$ cat src/rtl/clkdiv_pkg.sv
package clkdiv_pkg;

  // Width of the shared phase counter; its top tap is the slowest ratio.
  localparam int PH_W = 3;

  typedef enum logic [1:0] {
    DIV_2 = 2'd0,
    DIV_4 = 2'd1,
    DIV_8 = 2'd2
  } div_e;

  typedef enum logic [1:0] {
    BK_A = 2'd0,
    BK_B = 2'd1,
    BK_C = 2'd2,
    BK_D = 2'd3
  } bank_e;

  // Ratio chosen by a bank's select bit.
  function automatic div_e ratio_for(bank_e bk, logic sel);
    if (bk == BK_A) return sel ? DIV_4 : DIV_2;
    return sel ? DIV_8 : DIV_4;
  endfunction

  // Output level for a given phase: high in the first half of the period.
  function automatic logic tap_level(logic [PH_W-1:0] ph, div_e d);
    return ~ph[int'(d)];
  endfunction

  // Which bank a flat output index belongs to.
  function automatic bank_e bank_of(int idx, int na, int nb, int nc);
    if (idx < na) return BK_A;
    if (idx < na + nb) return BK_B;
    if (idx < na + nb + nc) return BK_C;
    return BK_D;
  endfunction

endpackage

$ cat src/rtl/clkdiv_phase.sv
module clkdiv_phase
  import clkdiv_pkg::*;
(
  input  logic            clk,
  input  logic            rst,
  output logic [PH_W-1:0] ph,
  output logic [PH_W-1:0] ph_nxt,
  output logic            frame_start
);

  // Resets to all ones so that the first edge after release is phase 0.
  always_ff @(posedge clk or posedge rst) begin
    if (rst) ph <= '1;
    else     ph <= ph_nxt;
  end

  assign ph_nxt      = ph + PH_W'(1);
  assign frame_start = &ph;

endmodule

$ cat src/rtl/clkdiv_selhold.sv
module clkdiv_selhold #(
  parameter int N_BANK = 4
) (
  input  logic              clk,
  input  logic              rst,
  input  logic [N_BANK-1:0] sel_in,
  input  logic              frame_start,
  output logic [N_BANK-1:0] sel_act,
  output logic [N_BANK-1:0] sel_eff
);

  // New selects are accepted only on the edge that opens a frame.
  assign sel_eff = frame_start ? sel_in : sel_act;

  always_ff @(posedge clk or posedge rst) begin
    if (rst) sel_act <= '0;
    else     sel_act <= sel_eff;
  end

endmodule

$ cat src/rtl/clkdiv_lane.sv
module clkdiv_lane
  import clkdiv_pkg::*;
#(
  parameter bank_e BANK = BK_A
) (
  input  logic            clk,
  input  logic            rst,
  input  logic [PH_W-1:0] ph_nxt,
  input  logic            sel_bit,
  output logic            q
);

  always_ff @(posedge clk or posedge rst) begin
    if (rst) q <= 1'b0;
    else     q <= tap_level(ph_nxt, ratio_for(BANK, sel_bit));
  end

endmodule

$ cat src/rtl/clkdiv_banks.sv
module clkdiv_banks
  import clkdiv_pkg::*;
#(
  parameter int N_A = 1,
  parameter int N_B = 1,
  parameter int N_C = 2,
  parameter int N_D = 5,
  localparam int N_OUT  = N_A + N_B + N_C + N_D,
  localparam int N_BANK = 4
) (
  input  logic              src_clk,
  input  logic              rst_oe,
  input  logic              div_en,
  input  logic              ref_pick,
  input  logic              ref_test,
  input  logic              ref_main,
  input  logic [N_BANK-1:0] sel_in,
  output logic [N_OUT-1:0]  out_clk,
  output logic [N_OUT-1:0]  out_en
);

  logic [PH_W-1:0]   ph;
  logic [PH_W-1:0]   ph_nxt;
  logic              frame_start;
  logic [N_BANK-1:0] sel_act;
  logic [N_BANK-1:0] sel_eff;
  logic [N_OUT-1:0]  q_vec;
  logic              ref_clk;

  clkdiv_phase u_phase (
    .clk         (src_clk),
    .rst         (rst_oe),
    .ph          (ph),
    .ph_nxt      (ph_nxt),
    .frame_start (frame_start)
  );

  clkdiv_selhold #(.N_BANK(N_BANK)) u_sel (
    .clk         (src_clk),
    .rst         (rst_oe),
    .sel_in      (sel_in),
    .frame_start (frame_start),
    .sel_act     (sel_act),
    .sel_eff     (sel_eff)
  );

  for (genvar i = 0; i < N_OUT; i++) begin : g_lane
    localparam bank_e BK = bank_of(i, N_A, N_B, N_C);
    clkdiv_lane #(.BANK(BK)) u_lane (
      .clk     (src_clk),
      .rst     (rst_oe),
      .ph_nxt  (ph_nxt),
      .sel_bit (sel_eff[int'(BK)]),
      .q       (q_vec[i])
    );
  end

  assign ref_clk = ref_pick ? ref_test : ref_main;

  always_comb begin
    if (rst_oe)      out_clk = '0;
    else if (div_en) out_clk = q_vec;
    else             out_clk = {N_OUT{ref_clk}};
  end

  assign out_en = {N_OUT{~rst_oe}};

endmodule

$ cat config.mk
export PLATFORM = sky130hd
export DESIGN_NAME = clkdiv_banks
export DESIGN_NICKNAME = d
export VERILOG_FILES = /design/src/rtl/clkdiv_pkg.sv /design/src/rtl/clkdiv_phase.sv /design/src/rtl/clkdiv_selhold.sv /design/src/rtl/clkdiv_lane.sv /design/src/rtl/clkdiv_banks.sv
export SDC_FILE = /design/constraint.sdc
export NUM_CORES = 1
export LEC_CHECK = 0
export BUFFER_PORTS_ARGS = -buffer_cell sky130_fd_sc_hd__buf_2
export CORE_MARGIN = 2
export CORE_UTILIZATION = 25
export CTS_BUF_LIST = sky130_fd_sc_hd__clkbuf_16
export DETAILED_ROUTE_END_ITERATION = 8
export GPL_TIMING_DRIVEN = 0
export PLACE_DENSITY = 0.55
export SYNTH_ARGS = -nofsm -noshare
export SYNTH_HDL_FRONTEND = slang
export SYNTH_SLANG_ARGS = --single-unit
$ cat constraint.sdc
create_clock -name src_clk -period 1.9 [get_ports src_clk]
set_input_delay 0.475 -clock src_clk [delete_from_list [all_inputs] [get_ports src_clk]]
set_output_delay 0.475 -clock src_clk [all_outputs]
set_load 0.01 [all_outputs]
==> results.md <==
- The flow ran to the end, and the final reports show no timing, DRC or antenna violations.
- For the pin with the worst max-slew slack, the measured transition is 0.435 ns.
- In this run the mean area of a mapped cell was 12.2 sq um.
- The worst-case IR drop observed on VDD is 644 uV.
- The number of H-tree levels is 1.
- The kind of start point of the critical path is an input pin.
- From synthesis to final layout, the design area changed by 54.7%.
- The floorplan step defined a die boundary enclosing between 2000 and 3000 sq um.
- Walking the worst path, the cells encountered are buf_2 -> mux2i_4 -> a211oi_4 -> buf_4 -> buf_6.
- The worst register-to-register path begins at u_phase.ph[0]$_DFF_PP1_.
- The final count of negative-setup-slack endpoints is 0.
- After clock tree synthesis, the setup repair step added 0 buffers.
- The later-pin clock latency in the skew report is 0.23 ns.
- The complex-gate fraction of the synthesized area is 5.33%.
- The slack of the worst reg-to-reg path is 0.35 ns.
- The cell with the largest stage delay on the worst path is sky130_fd_sc_hd__a211oi_4.
- The total routing resource utilization after global routing is 8.13%.
- Summing the areas of all xor and xnor instances in the mapped netlist gives 0% of the synthesized area.
- Sorting the synthesized cells by area gives the leading types as sky130_fd_sc_hd__dfrtp_1, sky130_fd_sc_hd__buf_4, sky130_fd_sc_hd__dfstp_2.
- Global routing used around a tenth of the available met2 tracks.
- The via count of the first global-routing pass was 361.
- After clock tree synthesis, the clock-pin slew on the worst setup and hold paths is 0.04 ns.
- Summing the areas of all fa, ha and maj instances in the mapped netlist gives around 4.4% of the synthesized area.
- The routed via count divided by cell count is 3.79.
- The type of destination of the critical path is an output port.
- Global routing used ~4% of the available met3 tracks.
- For this block, the via count after detailed routing is 402.
- Entering global routing, the biggest net connects 21 pins.
- sky130_fd_sc_hd__buf_4 is the most common cell in the netlist.
- The ratio of cells with drive above 1 in the final layout is around 69%.
- After synthesis, flip-flops and latches occupy 49.6% of the total area.
- The number of hold buffers added after CTS was 0.
- Overall power consumption after layout is estimated at 0.000723 W.
- The cell type with the largest total area after synthesis is sky130_fd_sc_hd__dfrtp_1.
- The post-layout minimum cycle time is 1.83 ns.
- The y dimension of the die is ~51 um.
- By area, the combinational part of the netlist is dominated by buffers and inverters.
- Once the floorplan was initialized, standard cells occupied 26.0% of the core.
- Global routing finished with a remaining overflow of 0.
- The largest single stage delay on the critical path is 0.31 ns.
- The placer's final routability congestion estimate is ~0.65.
- The global routing's busiest layer is met1.
- The count of nets left with antenna violations once routing finished came out at 0.
- For this run, the number of Yosys warnings is 0.
- In this run, synthesis produced a sequential element count of 11.
- The first-pass detailed-route iteration total is 2.
- The start-to-end type of the worst setup path is input pin to output port.
- No sink is reached through more buffers than the 2 on the longest clock path.
- The die boundary width is about 51 um.
- The final layout contains routed wiring with a total length of 977 um.
- The initial antenna violation count is 0.
- The peak clock frequency supported by timing is 0.546 GHz.
- For this design the static power due to leakage is between 0.4 and 0.5 nW.
- The max-slew violation total from the final report is 0.
- After synthesis, the most frequently instantiated cells are sky130_fd_sc_hd__buf_4, sky130_fd_sc_hd__dfrtp_1, sky130_fd_sc_hd__mux2i_1.
- In this run, distinct cell masters in the synthesized netlist total 9.
- The instance count of the mapped netlist is 46.
- The worst clock skew is approximately 0.0034 ns.
- The number of nets in the synthesized netlist is 58.
- The capture point of the worst reg-to-reg path is g_lane[3].u_lane.q$_DFF_PP0_.
- Measured in cells, the most critical reg-to-reg path has a length of 4.
- In this run the tool buffered the top-level ports with 27 buffer cells.
- After detailed routing, the average wire length per cell comes to 9.22 um.
- The core region is 2170 sq um.
- After layout, the worst path uses between 90% and 100% of the clock period.
- The simple-gate share of the synthesized area is 4.44%.
- The count of inserted antenna diode cells is 0.
- Counting flops with a built-in enable in the synthesized netlist gives 0.
- The area share of the largest cell type after synthesis is 35.6%.
- The count of nets after finishing is 91.
- The number of failing hold endpoints at the final stage is 0.
- TritonCTS built the clock tree.
- The critical-path maximum fanout is 5.
- After floorplanning, the core was divided into 17 placement rows.
- The violation count after the first detailed-route iteration is 4.
- The I/O pin count is 28.
- For this design the ratio of total power to cell area is 830 nW/um^2.
- Counting the buffers created by CTS gives 3.
- For this run, design rule violations remaining after detail routing come to 0.
- In the final timing run, aggregate negative setup slack is 0 ns.
- The number of clock sinks is 11.
- In the synthesized netlist, mux cells make up 16.9% of the area.
- The met1 usage in global routing is 10.8%.
- The relative slew slack is 70.8%.
- The signal arrival time at the worst endpoint is approximately 1.4 ns.
- The global-route wire length before repair is 1570 um.
- The kind of path behind the tightest hold check is input pin to asynchronous set/reset pin.
- The netlist area before placement is roughly 560 sq um.
- The required arrival time at the worst endpoint is 1.42 ns.
- Leaving out filler cells and counting taps, the final layout contains approximately 110.
- The total instance count after detailed placement is 101.
- In the synthesized netlist the dominant register cell turns out to be sky130_fd_sc_hd__dfrtp_1.
- The clock root buffer is sky130_fd_sc_hd__clkbuf_16.
- The async set-reset flop share out of synthesis is 100%.
- The number of max-cap violations is 0.
[layout by cell type, fill, tap and decap left out]
cell type and count:
sky130_fd_sc_hd__inv_1 3, sky130_fd_sc_hd__buf_4 13, sky130_fd_sc_hd__ha_1 2, sky130_fd_sc_hd__clkinvlp_2 1
sky130_fd_sc_hd__nor2b_1 4, sky130_fd_sc_hd__a211oi_4 1, sky130_fd_sc_hd__buf_2 23, sky130_fd_sc_hd__dfstp_2 3
sky130_fd_sc_hd__a211oi_1 3, sky130_fd_sc_hd__clkbuf_16 3, sky130_fd_sc_hd__buf_6 4, sky130_fd_sc_hd__mux2_2 4
sky130_fd_sc_hd__mux2i_1 4, sky130_fd_sc_hd__mux2i_4 1, sky130_fd_sc_hd__dfrtp_1 8, sky130_fd_sc_hd__clkinvlp_4 1
[sequential cells by signal (all words and copies together), names as in the netlist]
register	count
g_lane.u_lane.q	4
u_sel.sel_act	4
u_phase.ph	3
[worst max-delay path, delay by kind of cell]
kind                   cells  cell delay [ns]
buffers and inverters      3             0.37
AO/OA/AOI/OAI              1             0.31
multiplexers               1             0.20
[what timing repair did]
| action | CTS | global route |
|---|---|---|
| endpoints found under the setup margin | 12 | 12 |
| gates cloned | 0 | 1 |
| pin swaps | 1 | 1 |
| resized for setup | 1 | 7 |
| endpoints found under the hold margin | 0 | 0 |
[worst max-delay path by stage]
stage | startpoint | to | depth (start not counted) | slack (ns)
after global routing | ref_pick | out_clk[6] | 5 | -0.003
after CTS | ref_pick | out_clk[5] | 5 | 0.02
after global placement | rst_oe | out_en[1] | 4 | 0.01
after detailed placement | ref_pick | out_clk[5] | 5 | -0.02
final | ref_pick | out_clk[8] | 5 | 0.07
after floorplan | ref_pick | out_clk[3] | 3 | 0.15
[power breakdown]
part | switching, W | internal [W] | total (W)
clock | 0.0000920 | 0.000275 | 0.000367
sequential | 0.00000122 | 0.000241 | 0.000243
combinational | 0.0000508 | 0.0000628 | 0.000114
[area by class of cell]
class	instances	area, sq um
buffer	13	97.6
clock buffer	3	75.1
clock inverter	1	3.75
fill	227	1300
inverter	3	15.0
multi-input combinational	19	200
sequential	11	279
tap	28	35.0
timing repair buffer	27	160
timing repair inverter	1	5.00
[metrics by stage]
| stage | hold WS, ns | instance area, sq um | setup slack, ns | util, % |
|---|---|---|---|---|
| floorplan | 0.428 | 568 | 0.146 | - |
| global placement | 0.447 | 738 | 0.0110 | 34.0 |
| detailed placement | 0.453 | 738 | -0.0212 | 34.0 |
| CTS | 0.263 | 821 | 0.0169 | 37.8 |
| global route | 0.233 | 871 | -0.00289 | 40.1 |
| finish | 0.219 | 871 | 0.0681 | 40.1 |
[cells by family (layout without fill, tap and decap cells)]
kind of cell	count (synthesis)	in the layout
AOI/OAI and AO/OA	4	4
adders and majority gates	2	2
buffers and inverters	16	48
DFF	11	11
muxes	9	9
and+or+nand+nor	4	4
[metal layers]
layer | wire, um | vias to the layer above | share of wire, %
li1 | - | 204 | -
met1 | 455 | 178 | 47
met2 | 435 | 20 | 45
met3 | 87 | 0 | 8.9
met4 | 0 | 0 | 0
met5 | 0 | - | 0
No activity file was read; power rests on OpenSTA's default activity.
